--- src/rtl/cmt_pkg.sv ---
package cmt_pkg;
  localparam int unsigned OFS_CTRL  = 0;
  localparam int unsigned OFS_MODE  = 1;
  localparam int unsigned OFS_PINC  = 2;
  localparam int unsigned OFS_IEN   = 4;
  localparam int unsigned OFS_STAT  = 5;
  localparam int unsigned OFS_CNT   = 6;
  localparam int unsigned OFS_CMP   = 8;
  localparam int unsigned OFS_RUN   = 16;

  localparam logic [2:0] CLR_ON_MATCH = 3'd1;
  localparam int unsigned PRE_W = 6;

  // terminal prescaler count for a select value (divisor - 1)
  function automatic logic [PRE_W-1:0] pre_last(input logic [2:0] sel);
    case (sel)
      3'd1:    pre_last = PRE_W'(3);
      3'd2:    pre_last = PRE_W'(15);
      3'd3:    pre_last = PRE_W'(63);
      default: pre_last = '0;
    endcase
  endfunction
endpackage

--- src/rtl/cmt_prescaler.sv ---
module cmt_prescaler
  import cmt_pkg::*;
(
  input  logic       clk_i,
  input  logic       rst_ni,
  input  logic       run_i,
  input  logic [2:0] sel_i,
  output logic       tick_o
);
  logic [PRE_W-1:0] pre_q;

  // >= so a select change while running cannot strand the count
  assign tick_o = run_i && (pre_q >= pre_last(sel_i));

  always_ff @(posedge clk_i or negedge rst_ni) begin
    if (!rst_ni)                pre_q <= '0;
    else if (!run_i || tick_o)  pre_q <= '0;
    else                        pre_q <= pre_q + 1'b1;
  end
endmodule

--- src/rtl/cmt_counter.sv ---
module cmt_counter #(
  parameter int unsigned DATA_W = 16
) (
  input  logic              clk_i,
  input  logic              rst_ni,
  input  logic              tick_i,
  input  logic              clr_on_match_i,
  input  logic              wr_i,
  input  logic [DATA_W-1:0] wdata_i,
  input  logic [DATA_W-1:0] cmp_i,
  output logic [DATA_W-1:0] cnt_o,
  output logic              match_o
);
  assign match_o = tick_i && (cnt_o == cmp_i);

  always_ff @(posedge clk_i or negedge rst_ni) begin
    if (!rst_ni)                         cnt_o <= '0;
    else if (wr_i)                       cnt_o <= wdata_i;
    else if (match_o && clr_on_match_i)  cnt_o <= '0;
    else if (tick_i)                     cnt_o <= cnt_o + 1'b1;
  end
endmodule

--- src/rtl/cmt_flag.sv ---
module cmt_flag (
  input  logic clk_i,
  input  logic rst_ni,
  input  logic set_i,
  input  logic rd_i,
  input  logic wr0_i,
  output logic flag_o,
  output logic armed_o
);
  logic clr;

  // set beats clear; clear needs a prior read that saw the flag
  assign clr = wr0_i && armed_o && !set_i;

  always_ff @(posedge clk_i or negedge rst_ni) begin
    if (!rst_ni) begin
      flag_o  <= 1'b0;
      armed_o <= 1'b0;
    end else begin
      if (set_i)    flag_o <= 1'b1;
      else if (clr) flag_o <= 1'b0;
      if (clr)                     armed_o <= 1'b0;
      else if (rd_i && flag_o)     armed_o <= 1'b1;
    end
  end
endmodule

--- src/rtl/cmt_regs.sv ---
module cmt_regs
  import cmt_pkg::*;
#(
  parameter int unsigned ADDR_W  = 5,
  parameter int unsigned DATA_W  = 16,
  parameter int unsigned RUN_W   = 8,
  parameter int unsigned RUN_BIT = 0
) (
  input  logic              clk_i,
  input  logic              rst_ni,
  input  logic              req_i,
  input  logic              we_i,
  input  logic [ADDR_W-1:0] addr_i,
  input  logic              half_i,
  input  logic [DATA_W-1:0] wdata_i,
  output logic [DATA_W-1:0] rdata_o,
  input  logic [DATA_W-1:0] cnt_i,
  input  logic              flag_i,
  output logic [2:0]        pre_sel_o,
  output logic              clr_on_match_o,
  output logic              ien_o,
  output logic [DATA_W-1:0] cmp_o,
  output logic              run_o,
  output logic              cnt_wr_o,
  output logic              stat_rd_o,
  output logic              stat_wr0_o
);
  logic [7:0]       ctrl_q, mode_q, pinc_q;
  logic [RUN_W-1:0] run_q;
  logic             is_half, acc_ok, wr, rd;

  assign is_half = (addr_i == ADDR_W'(OFS_CNT)) || (addr_i == ADDR_W'(OFS_CMP));
  assign acc_ok  = req_i && (half_i == is_half);
  assign wr      = acc_ok && we_i;
  assign rd      = acc_ok && !we_i;

  assign pre_sel_o      = ctrl_q[2:0];
  assign clr_on_match_o = (ctrl_q[7:5] == CLR_ON_MATCH);
  assign run_o          = run_q[RUN_BIT];
  assign cnt_wr_o       = wr && (addr_i == ADDR_W'(OFS_CNT));
  assign stat_rd_o      = rd && (addr_i == ADDR_W'(OFS_STAT));
  assign stat_wr0_o     = wr && (addr_i == ADDR_W'(OFS_STAT)) && !wdata_i[0];

  always_ff @(posedge clk_i or negedge rst_ni) begin
    if (!rst_ni) begin
      ctrl_q <= '0;
      mode_q <= '0;
      pinc_q <= '0;
      ien_o  <= 1'b0;
      cmp_o  <= '0;
      run_q  <= '0;
    end else if (wr) begin
      case (addr_i)
        ADDR_W'(OFS_CTRL): ctrl_q <= wdata_i[7:0];
        ADDR_W'(OFS_MODE): mode_q <= wdata_i[7:0];
        ADDR_W'(OFS_PINC): pinc_q <= wdata_i[7:0];
        ADDR_W'(OFS_IEN):  ien_o  <= wdata_i[0];
        ADDR_W'(OFS_CMP):  cmp_o  <= wdata_i;
        ADDR_W'(OFS_RUN):  run_q  <= wdata_i[RUN_W-1:0];
        default: ;
      endcase
    end
  end

  always_comb begin
    rdata_o = '0;
    if (rd) begin
      case (addr_i)
        ADDR_W'(OFS_CTRL): rdata_o[7:0]       = ctrl_q;
        ADDR_W'(OFS_MODE): rdata_o[7:0]       = mode_q;
        ADDR_W'(OFS_PINC): rdata_o[7:0]       = pinc_q;
        ADDR_W'(OFS_IEN):  rdata_o[0]         = ien_o;
        ADDR_W'(OFS_STAT): rdata_o[0]         = flag_i;
        ADDR_W'(OFS_CNT):  rdata_o            = cnt_i;
        ADDR_W'(OFS_CMP):  rdata_o            = cmp_o;
        ADDR_W'(OFS_RUN):  rdata_o[RUN_W-1:0] = run_q;
        default: ;
      endcase
    end
  end
endmodule

--- src/rtl/cmt_channel.sv ---
module cmt_channel #(
  parameter int unsigned ADDR_W  = 5,
  parameter int unsigned DATA_W  = 16,
  parameter int unsigned RUN_W   = 8,
  parameter int unsigned RUN_BIT = 0
) (
  input  logic              clk_i,
  input  logic              rst_ni,
  input  logic              req_i,
  input  logic              we_i,
  input  logic [ADDR_W-1:0] addr_i,
  input  logic              half_i,
  input  logic [DATA_W-1:0] wdata_i,
  output logic [DATA_W-1:0] rdata_o,
  output logic              irq_o
);
  logic [2:0]        pre_sel;
  logic              clr_on_match, ien, run, tick, match, flag, armed;
  logic              cnt_wr, stat_rd, stat_wr0;
  logic [DATA_W-1:0] cnt, cmp;

  cmt_regs #(
    .ADDR_W(ADDR_W), .DATA_W(DATA_W), .RUN_W(RUN_W), .RUN_BIT(RUN_BIT)
  ) u_regs (
    .clk_i, .rst_ni, .req_i, .we_i, .addr_i, .half_i, .wdata_i, .rdata_o,
    .cnt_i(cnt), .flag_i(flag),
    .pre_sel_o(pre_sel), .clr_on_match_o(clr_on_match), .ien_o(ien),
    .cmp_o(cmp), .run_o(run), .cnt_wr_o(cnt_wr),
    .stat_rd_o(stat_rd), .stat_wr0_o(stat_wr0)
  );

  cmt_prescaler u_pre (
    .clk_i, .rst_ni, .run_i(run), .sel_i(pre_sel), .tick_o(tick)
  );

  cmt_counter #(.DATA_W(DATA_W)) u_cnt (
    .clk_i, .rst_ni, .tick_i(tick), .clr_on_match_i(clr_on_match),
    .wr_i(cnt_wr), .wdata_i(wdata_i), .cmp_i(cmp),
    .cnt_o(cnt), .match_o(match)
  );

  cmt_flag u_flag (
    .clk_i, .rst_ni, .set_i(match), .rd_i(stat_rd), .wr0_i(stat_wr0),
    .flag_o(flag), .armed_o(armed)
  );

  assign irq_o = flag && ien;
endmodule

--- config.mk ---
export PLATFORM = sky130hd
export DESIGN_NAME = cmt_channel
export DESIGN_NICKNAME = d
export VERILOG_FILES = /design/src/rtl/cmt_pkg.sv /design/src/rtl/cmt_prescaler.sv /design/src/rtl/cmt_counter.sv /design/src/rtl/cmt_flag.sv /design/src/rtl/cmt_regs.sv /design/src/rtl/cmt_channel.sv
export SDC_FILE = /design/constraint.sdc
export NUM_CORES = 1
export LEC_CHECK = 0
export BUFFER_PORTS_ARGS = -buffer_cell sky130_fd_sc_hd__buf_2
export CAP_MARGIN = 40
export CELL_PAD_IN_SITES_DETAIL_PLACEMENT = 0
export CELL_PAD_IN_SITES_GLOBAL_PLACEMENT = 1
export CORE_ASPECT_RATIO = 0.8
export CORE_MARGIN = 1
export CORE_UTILIZATION = 47
export DETAILED_ROUTE_END_ITERATION = 10
export PLACE_DENSITY_LB_ADDON = 0.1
export SETUP_SLACK_MARGIN = 0.1
export SLEW_MARGIN = 5
export SYNTH_ARGS = -nofsm -noshare
export SYNTH_HDL_FRONTEND = slang
export SYNTH_SLANG_ARGS = --single-unit
--- constraint.sdc ---
create_clock -name clk_i -period 3.3 [get_ports clk_i]
set_clock_uncertainty 0.2 [all_clocks]
set_input_delay 0 -clock clk_i [delete_from_list [all_inputs] [get_ports clk_i]]
set_output_delay 0 -clock clk_i [all_outputs]
set_load 0.02 [all_outputs]
---- Word-level counts from Yosys, hierarchy flattened ----
Index checks and enable logic that the tools add are counted.
cells by class
  add/subtract/negate cells ............... 2
  magnitude comparators ................... 1
  eq/ne operators ......................... 13
  multiplexer cells ....................... 13
  reduce and logical (&&, ||, !) cells .... 30
operator list
  cell                                            count
  2-to-1 mux 16 bit                               4
  case mux 7 bit (6 select lines)                 1
  case mux 6 bit (3 select lines)                 1
  adder 16 x 1 -> 16 bit (second input constant)  1
  == test 16 bit                                  1
  case mux 8 bit (2 select lines)                 1
  == test 5 x 3 -> 1 bit (second input constant)  3
  logical AND 1 bit                               14
  AND reduction 2 bit                             6
  case mux 1 bit (8 select lines)                 1
  adder 6 x 1 -> 6 bit (second input constant)    1
  == test 3 x 1 -> 1 bit (second input constant)  2
  == test 3 x 2 -> 1 bit (second input constant)  2
  >= comparator 6 bit                             1
  2-to-1 mux 6 bit                                1
  == test 5 x 1 -> 1 bit (second input constant)  1
  == test 5 x 2 -> 1 bit (second input constant)  1
  == test 5 x 4 -> 1 bit (second input constant)  1
  == test 5 bit (second input constant)           1
  zero test 5 bit                                 1
  zero test 1 bit                                 4
  2-to-1 mux 1 bit                                4
  nonzero test 2 bit                              2
  nonzero test 3 bit                              1
  2 further kinds                                 3
storage, ports and cells
  register bits after elaboration ......... 73
  input port bits ......................... 26
  output and inout bits ................... 17
  logic and storage cells ................. 69

---- Depth between registers and ports, before layout ----
Gate-level depths: netlist of the first run.
  word-level depth ........................ 11
  gate-level depth with buffers ........... 10
  mapped depth without buffers ............ 9

---- By module ----
From an unflattened synthesis of the first run, not the netlist that was laid out.
unflattened totals
  cell total of the unflattened synthesis .. 412
  area total of the unflattened synthesis .. 4439.3 um2
by module, submodules not included
  module         instances  cells an instance  area each (um2)  sequential area each (um2)
  cmt_regs       1          198                2637.5           1226.2
  cmt_counter    1          163                1301.2           400.4
  cmt_prescaler  1          44                 417.9            150.1
  cmt_flag       1          6                  76.3             50.0
  cmt_channel    1          1                  6.3              0.0

---- Least setup slack after synthesis of the first run ----
Ideal clock, no wire load.
  path type ............................... reg-to-reg
  start ................................... register u_regs.ctrl_q[0]
  end ..................................... register u_cnt.cnt_o[12]
  setup time .............................. 126 ps
  data arrival time ....................... 2195 ps
  data required time ...................... 2974 ps
  path slack .............................. 780 ps
  cell stages (with the launch flop) ...... 11
  buffers on the path ..................... 1
  period minus slack after synthesis ...... 2520 ps
  cells stage by stage .................... dfrtp_1 > nor2_1 > nor2_1 > ha_1 > nand2b_1 > a211o_1 > a32oi_1 > clkbuf_1 > nor3_1 > o21ai_0 > a21oi_1
between the ends
  cells in the longest elaborated chain, start to end .. 8
  elaborated cells between the ends (all ways) .. 11
  classes of those cells .................. order compare (1); eq/ne (3); mux (3); reduce/logical (4)
ends and longest elaborated chain
  element                                                           RTL line             text
  from (decl)                                                       cmt_regs.sv:28       logic [7:0] ctrl_q, mode_q, pinc_q;
  from (signal assigned)                                            cmt_regs.sv:54       ADDR_W'(OFS_CTRL): ctrl_q <= wdata_i[7:0];
  == test 3 x 2 -> 1 bit or == test 3 x 1 -> 1 bit (tied branches)  cmt_pkg.sv:16        case (sel)
  case mux 6 bit (3 select lines) *                                 cmt_pkg.sv:16
  >= comparator 6 bit *                                             cmt_prescaler.sv:13  assign tick_o = run_i && (pre_q >= pre_last(sel_i));
  logical AND 1 bit *                                               cmt_prescaler.sv:13
  logical AND 1 bit                                                 cmt_counter.sv:14    assign match_o = tick_i && (cnt_o == cmp_i);
  logical AND 1 bit                                                 cmt_counter.sv:19    else if (match_o && clr_on_match_i) cnt_o <= '0;
  2-to-1 mux 16 bit                                                 cmt_counter.sv:19
  2-to-1 mux 16 bit                                                 cmt_counter.sv:18    else if (wr_i) cnt_o <= wdata_i;
  to (signal assigned)                                              cmt_counter.sv:18
  to (signal assigned)                                              cmt_counter.sv:20    else if (tick_i) cnt_o <= cnt_o + 1'b1;
  to (decl)                                                         cmt_counter.sv:11    output logic [DATA_W-1:0] cnt_o,
Mark *: on every way between the ends. The rest lies on a longest branch, timed or not.
A chain may end at the register's enable or synchronous reset.

---- Worst setup path after layout of the first run ----
  start ................................... input port addr_i[0]
  end ..................................... register u_regs.ctrl_q[4]
between the ends
  cells in the longest elaborated chain, start to end .. 6
  elaborated cells between the ends (all ways) .. 8
  classes of those cells .................. eq/ne (3); reduce/logical (5)
ends and longest elaborated chain
  element                                                           RTL line           text
  from (decl)                                                       cmt_channel.sv:11  input logic [ADDR_W-1:0] addr_i,
  == test 5 x 3 -> 1 bit or == test 5 x 4 -> 1 bit (tied branches)  cmt_regs.sv:32     assign is_half = (addr_i == ADDR_W'(OFS_CNT)) || (addr_i == ADDR_W'(OFS_CMP));
  logical OR 1 bit                                                  cmt_regs.sv:32
  == test 1 bit                                                     cmt_regs.sv:33     assign acc_ok = req_i && (half_i == is_half);
  logical AND 1 bit                                                 cmt_regs.sv:33
  logical AND 1 bit                                                 cmt_regs.sv:34     assign wr = acc_ok && we_i;
  AND reduction 2 bit (no source line) *                            -
Marks and branches as above.

==> results of run 1 <==
## area by class of cell
| class | instances | area share (%) |
|---|---|---|
| inverter | 7 | 0.521 |
| multi-input combinational | 298 | 43.7 |
| clock buffer | 11 | 2.80 |
| clock inverter | 5 | 1.71 |
| timing repair buffer | 84 | 12.2 |
| sequential | 73 | 36.2 |
| tap | 112 | 2.78 |
## what timing repair did
item | CTS | global route
buffers inserted | 0 | 3
endpoints found under the hold margin | 140 | 0
setup endpoints to repair | 0 | 1
hold buffers | 27 | 0
## where the power goes
part	internal, mW	leakage [nW]	switching [mW]
Sequential	0.988	0.941	0.112
Combinational	0.208	1.16	0.208
Clock	0.453	0.115	0.350
Total	1.65	2.21	0.669
## layer usage
layer,vias up,track usage [%],share of wire (%)
met5,-,0,0
met4,0,6.35,0.82
met3,7,6.16,5.0
met2,100,40.3,45
met1,1690,38.1,50
li1,1637,-,-
## worst min-delay path by stage
stage,from,end,slack (ns)
floorplan,rst_ni,u_cnt.cnt_o[0],-0.50
global placement,rst_ni,u_regs.cmp_o[10],0.01
detailed placement,rst_ni,u_regs.cmp_o[10],-0.33
CTS,req_i,u_flag.flag_o,0.01
global route,req_i,u_flag.flag_o,0.05
finish,req_i,u_flag.armed_o,0.02
## synth_stat cells, types with 2 or more instances
master | n | area, um^2
a211oi_1 | 4 | 30.0
a21o_1 | 3 | 22.5
a21oi_1 | 18 | 90.1
a222oi_1 | 2 | 20.0
a22oi_1 | 29 | 218
a31oi_1 | 20 | 125
a41oi_1 | 2 | 17.5
and2_1 | 3 | 18.8
and3_1 | 8 | 50.1
and4_1 | 2 | 17.5
buf_2 | 3 | 15.0
buf_6 | 2 | 22.5
clkbuf_1 | 16 | 60.1
dfrtp_1 | 73 | 1830
ha_1 | 8 | 100
inv_1 | 7 | 26.3
mux2_2 | 49 | 552
nand2_1 | 21 | 78.8
nand2b_1 | 4 | 25.0
nand3_1 | 6 | 30.0
nand3b_1 | 2 | 15.0
nand4_1 | 8 | 50.1
nand4b_1 | 2 | 17.5
nor2_1 | 39 | 146
nor2_2 | 2 | 12.5
nor2b_1 | 4 | 25.0
nor3_1 | 6 | 30.0
nor3b_1 | 3 | 22.5
o21ai_0 | 6 | 30.0
o41ai_1 | 3 | 26.3
xnor2_1 | 18 | 158
xor2_1 | 2 | 17.5
## cell families after synthesis
kind of cell	Yosys count
simple gates	123
buf+inv	29
xor+xnor	20
fa+ha+maj	8
compound gates	97
flops	73
mux	50
## worst register-to-register path, cell delays in order (launching register included)
cell and delay (ns):
dfrtp_1 0.41, nor2_1 0.11, nor2_1 0.06, ha_1 0.26, nand2b_1 0.14, a211o_1 0.33
a32oi_1 0.21, buf_4 0.30, a2111oi_0 0.12, a31oi_1 0.21, a21oi_1 0.09
## state kept, by name, summed over array words and instances, names as in the netlist
register and count:
u_flag.flag_o 1, u_regs.mode_q 8, u_cnt.cnt_o 16, u_regs.ien_o 1, u_pre.pre_q 6, u_regs.pinc_q 8
u_regs.cmp_o 16, u_regs.run_q 8, u_regs.ctrl_q 8, u_flag.armed_o 1
==> out/qor.yml, run 1 <==
logic_synthesis:
  synthMuxAreaShare_pct: 13.5
  synthDistinctLibCells: 57
  synthSimpleGateAreaFrac_pct: 16.6
  async_reset_ff_share_pct: 100
  synth_edf_count: 0
  syn-mean-instance-area_um2: 10.4
  synth_top_family_by_area: "simple AND/OR/NAND/NOR gates"
  synth_cells: 400
  ys.flop_type: "dfrtp_1"
  synth_warnings: 0
  synth_xor_area_share_pct: 4.21
  synth_compound_area_share_pct: 16.2
  syn_nets: 434
  seq_area_frac_synth_pct: 43.9
  synth_area_mm2: 0.00416
  ys_ff_latch: 73
  synth_fa_ha_area_share_pct: 2.41
worst_setup_path:
  path_max_fanout: 8
  rrSetupSlack_ns: 0.74
  critical_path_class: "input pin to flip-flop"
  crit_family: "buffers and inverters"
  critPathMaxStageDelay_ns: 0.55
  crit_top_cell: "dlygate4sd3_1"
  cp_num_cells: 9
  cp.arrival_ns: 3.13
  crit_end: "u_regs.ctrl_q[4]"
  cp-start-kind: "input pin"
  rr_endpoint: "u_cnt.cnt_o[11]"
  reg2reg_from: "u_regs.ctrl_q[0]"
  r2r_cells: 10
  end_kind: "flip-flop"
  path_cells: "dlygate4sd3_1 > buf_2 > nor2_1 > and3_1 > o21a_2 > o211ai_4 > nor4_4 > mux2_2 > dlygate4sd3_1"
  slowest_stage: "dlygate4sd3_1"
  worstPathRequired_ns: 3.35
  critPathBufInv: 3
  cp-startpoint: "addr_i[0]"
floorplanning:
  die_h_um: 86.1
  die-area_mm2: 0.00923
  row_count: 30
  io_pins: 43
  coreArea_mm2: 0.00852
  die_w_um: 107
  initial_utilization_pct: 48.8
global_routing:
  grt_max_degree: 63
  grt_pass1_wl_um: 18300
  grt_pass1_vias: 3418
  grtUsageTotal_pct: 26.4
  grt-ovfl-total: 0
  antenna_found_initial: 0
pwr:
  power.density_mw_per_mm2: 460
  vdd_drop_max_uv: 304
  p_leak_nw: 2.21
  totalPowerFinal_mw: 2.32
cells_and_area:
  stdcell_count: 590
  final_net_count: 507
  final_common_cell: "dfrtp_1"
  final_area_mm2: 0.00504
  drive_above_1_share_pct: 27.8
  antenna_cells: 0
  fillers: 739
  final_cell_mix: "dfrtp_1 (73), mux2_2 (49), buf_2 (41)"
  regArea_mm2: 0.00183
  multi_input_area_mm2: 0.00220
  area_growth_syn_to_layout_pct: 21.2
  post-route-util_pct: 59.2
cts:
  clockBufferDepth: 2
  cts.clk_slew.worst_paths_ns: 0.08
  cts_buffers: 9
  cts_root_buf: "clkbuf_8"
  clock_latency_ns: 0.36
  cts.sinks: 73
  ctsHtreeMaxLevel: 3
  ctsResizeCount: 0
  cts_tree: "done"
drt:
  drt_iter0_markers: 247
  drtAntennaViolNets: 0
  via_count: 3434
  totalWireLength_um: 11200
  viasPerCell: 5.82
  remaining_drc_errors: 0
  wl_per_cell_um: 18.9
  first_pass_iters: 5
sta:
  hold_violations: 0
  finalMaxSlewViolations: 0
  setup_tns_ns: 0
  timing.final.crit_share_pct: 93.5
  min_period_ns: 3.08
  grt_setup_unrepaired: "no"
  max_freq_mhz: 324
  relSlewSlack_pct: 40.9
  tightestPinTransition_ns: 0.881
  worst_hold_slack_ns: 0.0244
  finalSetupViolCount: 0
  setup_ws_ns: 0.216
placed_design:
  io_buffers: 42
  post-place-ws_ns: 0.756
  dp_hpwl_um: 7630
  place_inst: 544
  placed_area_mm2: 0.00452
  gp_congestion: 0.813
min_path:
  min_path_type: "input pin to flip-flop"
  hold_depth: 4
run:
  maxCapViolations: 0
outcome:
  status: "finished clean"
Note: power is estimated with default switching activity, not from simulation.
==> run 2: changes to the inputs <==
--- a/config.mk
+++ b/config.mk
@@ -13,3 +13,3 @@
 export CORE_MARGIN = 1
-export CORE_UTILIZATION = 47
+export CORE_UTILIZATION = 50
 export DETAILED_ROUTE_END_ITERATION = 10
==> constraint.sdc (replaced) <==
create_clock -name clk_i -period 3.88 [get_ports clk_i]
set_clock_uncertainty 0.2 [all_clocks]
set_input_delay 0 -clock clk_i [delete_from_list [all_inputs] [get_ports clk_i]]
set_output_delay 0 -clock clk_i [all_outputs]
set_load 0.1 [all_outputs]
==> run 2 against run 1 <==
Core utilization rose by 2.8 points. Combinational power fell by 15%. Critical path depth did not move. Clock power fell by 21%. Clock-buffer cell count fell by 1. Total power fell by 17%. Global-route usage fell by 0.56 points. Worst hold slack improved by 0.032 ns.
==> out/qor.yml, run 2 (same netlist as run 1, synthesis figures left out) <==
sta:
  timing.final.crit_share_pct: 87.0
  relSlewSlack_pct: 41.2
  finalSetupViolCount: 0
  finalMaxSlewViolations: 0
  max_freq_mhz: 296
  min_period_ns: 3.38
  hold_violations: 0
  setup_ws_ns: 0.504
  tightestPinTransition_ns: 0.876
  grt_setup_unrepaired: "no"
  setup_tns_ns: 0
cells_and_area:
  reg_top3: "u_cnt.cnt_o x16, u_regs.cmp_o x16"
  fillers: 685
  area_growth_syn_to_layout_pct: 18.9
  stdcell_count: 579
  drive_above_1_share_pct: 26.8
  final_cell_mix: "dfrtp_1 (73), mux2_2 (49), buf_2 (42)"
  antenna_cells: 0
  final_net_count: 500
  final_common_cell: "dfrtp_1"
drt:
  first_pass_iters: 5
  drtAntennaViolNets: 0
  remaining_drc_errors: 0
  drt_iter0_markers: 276
  via_count: 3430
  totalWireLength_um: 10500
  viasPerCell: 5.92
  wl_per_cell_um: 18.2
floorplanning:
  die_h_um: 83.6
  initial_utilization_pct: 52.1
  coreArea_mm2: 0.00798
  die-area_mm2: 0.00869
  die_w_um: 104
  io_pins: 43
  row_count: 29
placed_design:
  post-place-ws_ns: 0.959
  dp_hpwl_um: 7070
  place_inst: 535
  io_buffers: 42
  gp_congestion: 0.829
cts:
  post_cts_buffers: 0
  ctsHtreeMaxLevel: 3
  cts_tree: "done"
  ctsResizeCount: 0
  clockBufferDepth: 2
  cts_hold_buf: 28
  clock_latency_ns: 0.36
  cts.clk_slew.worst_paths_ns: 0.09
  cts_buffers: 9
  cts.sinks: 73
  cts_root_buf: "clkbuf_8"
pwr:
  p_leak_nw: 2.16
  totalPowerFinal_mw: 1.93
  power.density_mw_per_mm2: 389
  vdd_drop_max_uv: 322
global_routing:
  grt-ovfl-total: 0
  antenna_found_initial: 0
  grtUsageTotal_pct: 25.9
  grt_pass1_wl_um: 17600
  grt_pass1_vias: 3373
  grt_max_degree: 49
run:
  maxCapViolations: 0
outcome:
  status: "finished clean"
worst_setup_path:
  end_kind: "flip-flop"
  path_max_fanout: 19
  cp.arrival_ns: 3.43
  critical_path_class: "input pin to flip-flop"
  reg2reg_from: "u_cnt.cnt_o[5]"
  worstPathRequired_ns: 3.93
  cp-start-kind: "input pin"
  cp-startpoint: "addr_i[3]"
min_path:
  min_from: "half_i"
  min_path_type: "input pin to flip-flop"
==> run 2: changes by cell type in the layout (fill, tap and decap cells not counted) <==
| cell | before | now |
|---|---|---|
| buf_4 | 15 | 7 |
| buf_16 | 1 | 0 |
| buf_2 | 41 | 42 |
| bufinv_16 | 2 | 1 |
| clkbuf_1 | 1 | 0 |
| clkinvlp_4 | 0 | 1 |
| dlygate4sd3_1 | 27 | 28 |
| inv_6 | 2 | 3 |
==> run 2: final cells by class <==
cell class,instances,area [um^2],share of cell area (%)
inverters,7,26.3,0.531
well taps,108,135,2.73
repair buffers,77,543,11.0
clock buffers,10,138,2.78
clock inverters,6,72.6,1.47
multi-input cells,298,2200,44.6
flip-flops and latches,73,1830,36.9
==> run 2: final timing paths <==
kind | endpoint | slack, ns | depth (start not counted)
worst max register to register | u_cnt.cnt_o[13] | 0.89 | 6
min in group asynchronous | u_regs.ien_o | 0.51 | 3
max in group asynchronous | u_regs.run_q[0] | 1.92 | 4
worst max-delay path | u_regs.ctrl_q[5] | 0.50 | 9
worst min-delay path | u_cnt.cnt_o[1] | 0.06 | 4
worst min register to register | u_flag.armed_o | 0.29 | 1
==> run 2: through the flow <==
step	utilization [%]	hold WS (ns)	instance area (um^2)
6_report	62.0	0.0560	4950
5_1_grt	62.0	0.0823	4950
4_1_cts	62.0	0.0430	4950
3_5_place_dp	55.8	-0.146	4460
3_3_place_gp	55.8	-0.137	4460
2_1_floorplan	-	-0.496	4160
==> run 2: layer usage <==
layer	GRT usage (%)	wire [um]	vias to the layer above	share of wire [%]
met5	0	0	-	0
met4	4.94	77	0	0.73
met3	5.85	455	9	4.3
met2	39.2	4600	83	44
met1	38.1	5420	1706	51
li1	-	-	1632	-
==> run 2: critical path, stage by stage <==
cell and delay (ns):
dlygate4sd3_1 0.53, buf_2 0.15, or3b_4 0.44, nor2_8 0.31, o21a_2 0.21, o211ai_4 0.17
nor4_4 0.51, dlygate4sd3_1 0.74, mux2_2 0.35
==> run 2: power by group <==
group	switching (mW)	total, mW	internal, mW	leakage (nW)
logic	0.180	0.353	0.173	1.12
registers	0.0961	0.936	0.840	0.941
clock network	0.314	0.637	0.322	0.104
total	0.590	1.93	1.34	2.16
